[src/rtl/wpic_pkg.sv]
package wpic_pkg;
  localparam logic [11:0] A_STAT  = 12'h310;
  localparam logic [11:0] A_EN    = 12'h314;
  localparam logic [11:0] A_CLR   = 12'h318;
  localparam logic [11:0] A_ROUTE = 12'h31C;
  localparam logic [11:0] A_CFG0  = 12'h330;
  localparam int CFG_STRIDE   = 8;
  localparam int EXT_PER_LSB  = 0;
  localparam int EXT_PIN_LSB  = 8;
  localparam int WAKE_PER_LSB = 16;
  localparam int WAKE_PIN_LSB = 24;

  localparam logic [2:0] TRIG_LO   = 3'd0;
  localparam logic [2:0] TRIG_HI   = 3'd1;
  localparam logic [2:0] TRIG_FALL = 3'd2;
  localparam logic [2:0] TRIG_RISE = 3'd3;
  localparam logic [2:0] TRIG_OFF  = 3'd4;
  localparam logic [2:0] TRIG_ANY  = 3'd6;

  function automatic logic [11:0] cfg_addr(int n);
    return A_CFG0 + 12'(CFG_STRIDE * n);
  endfunction

  function automatic logic is_level(logic [2:0] m);
    return (m == TRIG_LO) || (m == TRIG_HI);
  endfunction

  function automatic logic trig_hit(logic [2:0] m, logic prev, logic cur);
    case (m)
      TRIG_LO:   return !cur;
      TRIG_HI:   return cur;
      TRIG_FALL: return prev && !cur;
      TRIG_RISE: return !prev && cur;
      TRIG_ANY:  return prev ^ cur;
      default:   return 1'b0;
    endcase
  endfunction

  function automatic logic [31:0] route_mask(int nw, int np);
    logic [31:0] m;
    m = '0;
    for (int i = 0; i < np; i++) begin
      m[EXT_PER_LSB + i]  = 1'b1;
      m[WAKE_PER_LSB + i] = 1'b1;
    end
    for (int i = 0; i < nw; i++) begin
      m[EXT_PIN_LSB + i]  = 1'b1;
      m[WAKE_PIN_LSB + i] = 1'b1;
    end
    return m;
  endfunction
endpackage

[src/rtl/wpic_sync.sv]
module wpic_sync #(
  parameter int W      = 4,
  parameter int STAGES = 2
) (
  input  logic         clk,
  input  logic         rst_n,
  input  logic [W-1:0] d,
  output logic [W-1:0] q
);
  logic [W-1:0] st [STAGES];

  always_ff @(posedge clk or negedge rst_n) begin
    if (!rst_n) begin
      for (int k = 0; k < STAGES; k++) st[k] <= '0;
    end else begin
      st[0] <= d;
      for (int k = 1; k < STAGES; k++) st[k] <= st[k-1];
    end
  end

  assign q = st[STAGES-1];
endmodule

[src/rtl/wpic_pin.sv]
module wpic_pin
  import wpic_pkg::*;
(
  input  logic       clk,
  input  logic       rst_n,
  input  logic       pin_s,
  input  logic [2:0] mode,
  input  logic       clr,
  output logic       hit,
  output logic       status
);
  logic prev_q;
  logic level;

  assign hit   = trig_hit(mode, prev_q, pin_s);
  assign level = is_level(mode);

  always_ff @(posedge clk or negedge rst_n) begin
    if (!rst_n) begin
      prev_q <= 1'b0;
      status <= 1'b0;
    end else begin
      prev_q <= pin_s;
      if (level) status <= hit;
      else       status <= hit | (status & ~clr);
    end
  end
endmodule

[src/rtl/wake_pin_intc.sv]
module wake_pin_intc
  import wpic_pkg::*;
#(
  parameter int NUM_WAKE    = 4,
  parameter int NUM_PERIPH  = 3,
  parameter int SYNC_STAGES = 2
) (
  input  logic                  clk,
  input  logic                  rst_n,
  input  logic [11:0]           bus_addr,
  input  logic                  bus_we,
  input  logic [31:0]           bus_wdata,
  output logic [31:0]           bus_rdata,
  input  logic [NUM_WAKE-1:0]   wake_pin,
  input  logic [NUM_PERIPH-1:0] periph_irq,
  output logic                  ext_irq,
  output logic                  wake_req
);
  localparam logic [31:0] ROUTE_KEEP = route_mask(NUM_WAKE, NUM_PERIPH);

  logic [NUM_WAKE-1:0]   pin_s;
  logic [NUM_WAKE-1:0]   pin_hit;
  logic [NUM_WAKE-1:0]   status_q;
  logic [NUM_WAKE-1:0]   en_q;
  logic [NUM_WAKE-1:0]   clr_vec;
  logic [NUM_WAKE-1:0]   level_vec;
  logic [NUM_WAKE-1:0]   off_vec;
  logic [NUM_WAKE-1:0]   cfg_we_vec;
  logic [31:0]           route_q;
  logic [2:0]            cfg_mode [NUM_WAKE];
  logic [NUM_WAKE-1:0]   cfg_ctl;
  logic [NUM_WAKE-1:0]   ext_pin_hit, wake_pin_hit;
  logic [NUM_PERIPH-1:0] ext_per_hit, wake_per_hit;

  wpic_sync #(.W(NUM_WAKE), .STAGES(SYNC_STAGES)) u_sync (
    .clk(clk), .rst_n(rst_n), .d(wake_pin), .q(pin_s)
  );

  assign clr_vec = (bus_we && bus_addr == A_CLR) ? bus_wdata[NUM_WAKE-1:0] : '0;

  for (genvar n = 0; n < NUM_WAKE; n++) begin : g_pin
    assign cfg_we_vec[n] = bus_we && (bus_addr == cfg_addr(n));
    assign level_vec[n]  = is_level(cfg_mode[n]);
    assign off_vec[n]    = !level_vec[n] && cfg_mode[n] != TRIG_FALL &&
                           cfg_mode[n] != TRIG_RISE && cfg_mode[n] != TRIG_ANY;
    wpic_pin u_pin (
      .clk(clk), .rst_n(rst_n), .pin_s(pin_s[n]), .mode(cfg_mode[n]),
      .clr(clr_vec[n]), .hit(pin_hit[n]), .status(status_q[n])
    );
  end

  always_ff @(posedge clk or negedge rst_n) begin
    if (!rst_n) begin
      en_q    <= '0;
      route_q <= '0;
      cfg_ctl <= '0;
      for (int n = 0; n < NUM_WAKE; n++) cfg_mode[n] <= '0;
    end else begin
      if (bus_we && bus_addr == A_EN)    en_q    <= bus_wdata[NUM_WAKE-1:0];
      if (bus_we && bus_addr == A_ROUTE) route_q <= bus_wdata & ROUTE_KEEP;
      for (int n = 0; n < NUM_WAKE; n++) begin
        if (cfg_we_vec[n]) begin
          cfg_mode[n] <= bus_wdata[3:1];
          cfg_ctl[n]  <= bus_wdata[4];
        end
      end
    end
  end

  always_comb begin
    bus_rdata = '0;
    if (bus_addr == A_STAT)       bus_rdata[NUM_WAKE-1:0] = status_q;
    else if (bus_addr == A_EN)    bus_rdata[NUM_WAKE-1:0] = en_q;
    else if (bus_addr == A_ROUTE) bus_rdata = route_q;
    for (int n = 0; n < NUM_WAKE; n++) begin
      if (bus_addr == cfg_addr(n))
        bus_rdata = {27'd0, cfg_ctl[n], cfg_mode[n], pin_s[n]};
    end
  end

  assign ext_pin_hit  = status_q & en_q & route_q[EXT_PIN_LSB +: NUM_WAKE];
  assign wake_pin_hit = status_q & route_q[WAKE_PIN_LSB +: NUM_WAKE];
  assign ext_per_hit  = periph_irq & route_q[EXT_PER_LSB +: NUM_PERIPH];
  assign wake_per_hit = periph_irq & route_q[WAKE_PER_LSB +: NUM_PERIPH];

  assign ext_irq  = (|ext_pin_hit) | (|ext_per_hit);
  assign wake_req = (|wake_pin_hit) | (|wake_per_hit);
endmodule

[config.mk]
export PLATFORM = sky130hd
export DESIGN_NAME = wake_pin_intc
export DESIGN_NICKNAME = d
export VERILOG_FILES = /design/src/rtl/wpic_pkg.sv /design/src/rtl/wpic_sync.sv /design/src/rtl/wpic_pin.sv /design/src/rtl/wake_pin_intc.sv
export SDC_FILE = /design/constraint.sdc
export NUM_CORES = 1
export LEC_CHECK = 0
export BUFFER_PORTS_ARGS = -buffer_cell sky130_fd_sc_hd__buf_4
export CORE_ASPECT_RATIO = 1.1
export CORE_MARGIN = 2
export CORE_UTILIZATION = 51
export CTS_CLUSTER_DIAMETER = 60
export DETAILED_ROUTE_END_ITERATION = 7
export PLACE_DENSITY = 0.8
export SYNTH_ARGS = -nofsm -noshare
export SYNTH_HDL_FRONTEND = slang
export SYNTH_SLANG_ARGS = --single-unit
[constraint.sdc]
create_clock -name clk -period 2.37 [get_ports clk]
set_clock_uncertainty 0.05 [all_clocks]
set_input_delay 0.237 -clock clk [delete_from_list [all_inputs] [get_ports clk]]
set_output_delay 0.237 -clock clk [all_outputs]
set_load 0.01 [all_outputs]
# After elaboration in Yosys (flattened, before gate mapping)

Index checks and enable logic that the tools add are counted.

Register bits after elaboration: 50
Latch bits: 0
RAM bits: 0
ROM bits: 0
Input port bits: 54
Output and inout port bits: 34
Word-level logic and storage cells: 120
Memories kept: 0

Add/subtract/negate cells: 0
$mul: 0
Div/mod/pow operators: 0
Order comparisons: 0
Eq/ne operators: 24
Shift-type cells: 0
Mux-type cells: 18
Bitwise operators: 23
Reduce and logical (&&, ||, !) cells: 35

Operator list:

| kind                                                                     | number |
|---|---|
| 32-bit two-way mux                                                       | 4 |
| 12-bit by 10-bit equality test with 1-bit output (second input constant) | 8 |
| 28-bit two-way mux                                                       | 2 |
| 3-bit by 2-bit equality test with 1-bit output (second input constant)   | 8 |
| 24-bit two-way mux                                                       | 1 |
| 1-bit one-hot mux with 5 select lines                                    | 4 |
| 1-bit logical AND                                                        | 15 |
| 4-bit bitwise AND                                                        | 3 |
| 3-bit by 1-bit equality test with 1-bit output (second input constant)   | 4 |
| 3-bit equality test (second input constant)                              | 4 |
| 3-bit zero test                                                          | 4 |
| 4-bit two-way mux                                                        | 3 |
| 1-bit zero test                                                          | 8 |
| 4-bit OR reduction                                                       | 2 |
| 3-bit bitwise AND                                                        | 2 |
| 1-bit OR                                                                 | 6 |
| 3-bit OR reduction                                                       | 2 |
| 1-bit bitwise AND                                                        | 4 |
| 1-bit logical OR                                                         | 4 |
| 1-bit two-way mux                                                        | 4 |
| 1-bit inverter                                                           | 4 |
| 1-bit XOR                                                                | 4 |

# Longest topological paths before layout

Depth in word-level cells: 8
Gate-level depth with buffers: 6
Gate-level depth less buffers: 6

# Hierarchy

A second synthesis with hierarchy kept.

Cell total of the unflattened synthesis: 272
Area total of the unflattened synthesis: 2936.6 sq um

By module, submodules not included:

| module        | instances | cells each | area each (sq um) | sequential area each (sq um) |
|---|---|---|---|---|
| wake_pin_intc | 1         | 188        | 2065.7            | 850.8 |
| wpic_pin      | 4         | 18         | 160.2             | 50.0 |
| wpic_sync     | 1         | 12         | 230.2             | 200.2 |

# Least setup slack after synthesis

OpenSTA, ideal clock, no wires.

Path type: input port to output port
Start: input port bus_addr[11]
End: output port bus_rdata[10]
Arrival time: 1.694 ns
Data required time: 2.083 ns
Setup slack: 0.389 ns
Stages: 6
Path buffers: 2
Path through: or4b_1 -> buf_2 -> nor4_1 -> and3_1 -> clkbuf_2 -> and2_1

Word-level cells in the longest chain between the ends: 8
Elaborated cells on any way between the ends: 14
Classes of those cells: eq/ne (7); mux (7)

RTL lines:

| item                                             | line                | text |
|---|---|---|
| from (decl)                                      | wake_pin_intc.sv:10 | `input logic [11:0] bus_addr,` |
| 12-bit by 10-bit equality test with 1-bit output | wake_pin_intc.sv:74 | `else if (bus_addr == A_ROUTE) bus_rdata = route_q;` |
| 28-bit two-way mux                               | wake_pin_intc.sv:74 |  |
| 24-bit two-way mux                               | wake_pin_intc.sv:73 | `else if (bus_addr == A_EN) bus_rdata[NUM_WAKE-1:0] = en_q;` |
| 28-bit two-way mux                               | wake_pin_intc.sv:72 | `if (bus_addr == A_STAT) bus_rdata[NUM_WAKE-1:0] = status_q;` |
| 32-bit two-way mux (3 in a row)                  | wake_pin_intc.sv:76 | `if (bus_addr == cfg_addr(n))` |
| 32-bit two-way mux (*)                           | wake_pin_intc.sv:76 |  |
| to (decl)                                        | wake_pin_intc.sv:13 | `output logic [31:0] bus_rdata,` |

Every way passes the cells marked *; elsewhere a longest branch is shown, timed or not.

# Worst setup path in the final report

Start: input port bus_addr[11]
End: output port bus_rdata[11]

Same word-level chain as after synthesis.

==> reports/results.tsv <==
metric	value	unit
final hold vios	0	
DRC	0	
crit start category	input port	
maximum root-to-sink buffer count	2	
most common cell after layout, fill and taps aside	buf_4	
Clk pwr share	32.4	%
fmax	451	MHz
Worst-path clk slew	90	ps
Avg Cell Area, Syn	10.5	µm²
I/O pins	88	
most frequent cells in the layout	buf_4, dfrtp_1, mux2_2	
initial antenna violation count	0	
# rows	28	
Post-CTS Setup Repair Bufs	0	
Routed wire per std cell	14.6	µm
Max Cap Viol	0	
DP Area	0.00321	mm²
GR Overflow Total	0	
CP endpoint kind	output port	
Hold Path Class	input port to flip-flop	
synthesized instance count	264	
Tmin final	2220	ps
RSZ-0062 raised after global routing	no	
fin nets	388	
ANT cells	0	
sequential share of the synthesized area	45.0	%
vias in the first global route	1994	
status	finished, final reports clean	
fin crit share	93.6	%
Synth top area share	45.0	%
cell taking the most area after synthesis	dfrtp_1	
fin util	63.0	%
input/output buffers	55	
ys flop type	dfrtp_1	
Slew HR	59.2	%
PwrDens	464	mW/mm²
final antenna-violating net count	0	
hold_sp	bus_wdata[9]	
hold slack final	109	ps
Die Y	81.5	µm
Total Routing Usage GR	20.7	%
Switching Share	24.2	%
Initial DRC Count	137	
DPL Wire Length	4.44	mm
layout cells sized above 1	31.5	%
CP Data Required Time	2080	ps
fin. max-slew vios	0	
pre-CTS WS	158	ps
number of synthesized flops with an enable pin	0	
CP startpoint	bus_addr[11]	
Critical R2R Launch	u_sync.q[1]	
drt total wl	5.85	mm
Initial Util	52.2	%
post-synth cell types	45	
P_leak	0.00176	µW
Worst-Skew Late Latency	300	ps
top post-synthesis cells by area	dfrtp_1, mux2_2, buf_4	
Logic pwr share	10.9	%
Sequential Power Share	56.7	%
GPL Wtd Cong	0.934	
drt first pass iters	6	
htree depth	2	
die area	0.00606	mm²
critical path class	input port to output port	
hold_buf cts	5	
area grow syn2layout	20.6	%
crit-path max FO	11	
cell-internal power	1180	µW
Ys Warns	0	
Root Driver	clkbuf_8	
Worst Tran Pin Value	612	ps
Mapped Area	0.00278	mm²
largest net degree at the start of global routing	51	
Via Count	2139	
Final TNS setup	0	ps
clock sinks	50	
core area	0.00533	mm²
ys async rst share	100	%
Net Sw Power	377	µW
CTS tree	done	
finished layout cell area	0.00336	mm²
peak supply drop	0.000425	V
Final Setup Violations	0	
# resized after CTS	0	
first-pass GRT wire length	9.43	mm
Vias/cell	5.32	
Die Width	74.4	µm
min setup slack post-route	152	ps
CTS buffer count	5	
Yosys reg bits	50	
crit path DAT	1930	ps
-- synthesized netlist by cell type, drive strengths merged, types with 3 or more instances --
| cell type | n |
|---|---|
| and3 | 3 |
| buf | 20 |
| xnor2 | 4 |
| a32oi | 3 |
| ha | 8 |
| o41ai | 4 |
| o21ai | 6 |
| dfrtp | 50 |
| nand2 | 18 |
| a22oi | 4 |
| nand3 | 6 |
| clkbuf | 4 |
| nor3 | 9 |
| mux2i | 10 |
| a21oi | 16 |
| inv | 22 |
| mux2 | 31 |
| and2 | 11 |
| nor2 | 5 |
| o22ai | 4 |
-- kinds of logic (layout without fill, tap and decap cells) --
kind of cell               Yosys count  count (layout)  share of synthesized area [%]
and+or+nand+nor                     68              68                           14.2
adders and majority gates            8               8                           3.60
other                                1              16                          0.135
xor gates and xnor gates             4               4                           1.26
muxes                               41              41                           16.1
DFF                                 50              50                           45.0
buffers and inverters               46              94                           8.73
AOI/OAI and AO/OA                   46              46                           10.9
-- critical path, stage by stage --
cell and delay, ps:
buf_4 110, or4b_1 590, nor4_1 300, and3_1 390, and2_1 180, buf_4 120
-- path summary, 6_finish.rpt --
kind	to	slack [ps]	cells after the start
worst max-delay path	bus_rdata[11]	150	6
worst min-delay path	route_q[9]	110	2
worst max register to register	g_pin[1].u_pin.status	1120	4
worst min register to register	u_sync.q[2]	300	0
max in group asynchronous	route_q[10]	1420	2
min in group asynchronous	g_pin[0].u_pin.prev_q	440	2
-- state kept, by name (all words and copies together) (netlist names) --
signal              cells
route_q                14
cfg_mode               12
cfg_ctl                 4
en_q                    4
g_pin.u_pin.prev_q      4
g_pin.u_pin.status      4
u_sync.q                4
u_sync.st               4
-- through the flow --
stage | total power (µW) | instances
after CTS | 1580 | 402
after detailed placement | 1070 | 389
after global placement | 1060 | 389
after global routing | 1630 | 402
final | 1560 | 402
after floorplan | 990 | 279
-- power groups by stage --
| stage | registers (µW) | clock network, µW | logic, µW |
|---|---|---|---|
| detailed placement | 901 | 0 | 165 |
| global route | 886 | 557 | 191 |
| CTS | 884 | 525 | 172 |
| floorplan | 896 | 0 | 94.3 |
| global placement | 900 | 0 | 160 |
| finish | 883 | 504 | 171 |
-- per-layer routing --
layer  routed length, µm  global-route usage [%]
met1                2610                    27.7
met2                2800                    35.0
met3                 362                    3.93
met4                  74                    5.00
met5                   0                       0
-- cell type report --
| cell class | count | area [µm²] |
|---|---|---|
| Multi-Input combinational cell | 183 | 1340 |
| Clock buffer | 7 | 86.3 |
| Timing Repair Buffer | 64 | 493 |
| Inverter | 22 | 82.6 |
| Clock inverter | 1 | 5.00 |
| Fill cell | 457 | 1970 |
| Tap cell | 75 | 93.8 |
| Sequential cell | 50 | 1250 |
Note: power is estimated with default switching activity, not from simulation.
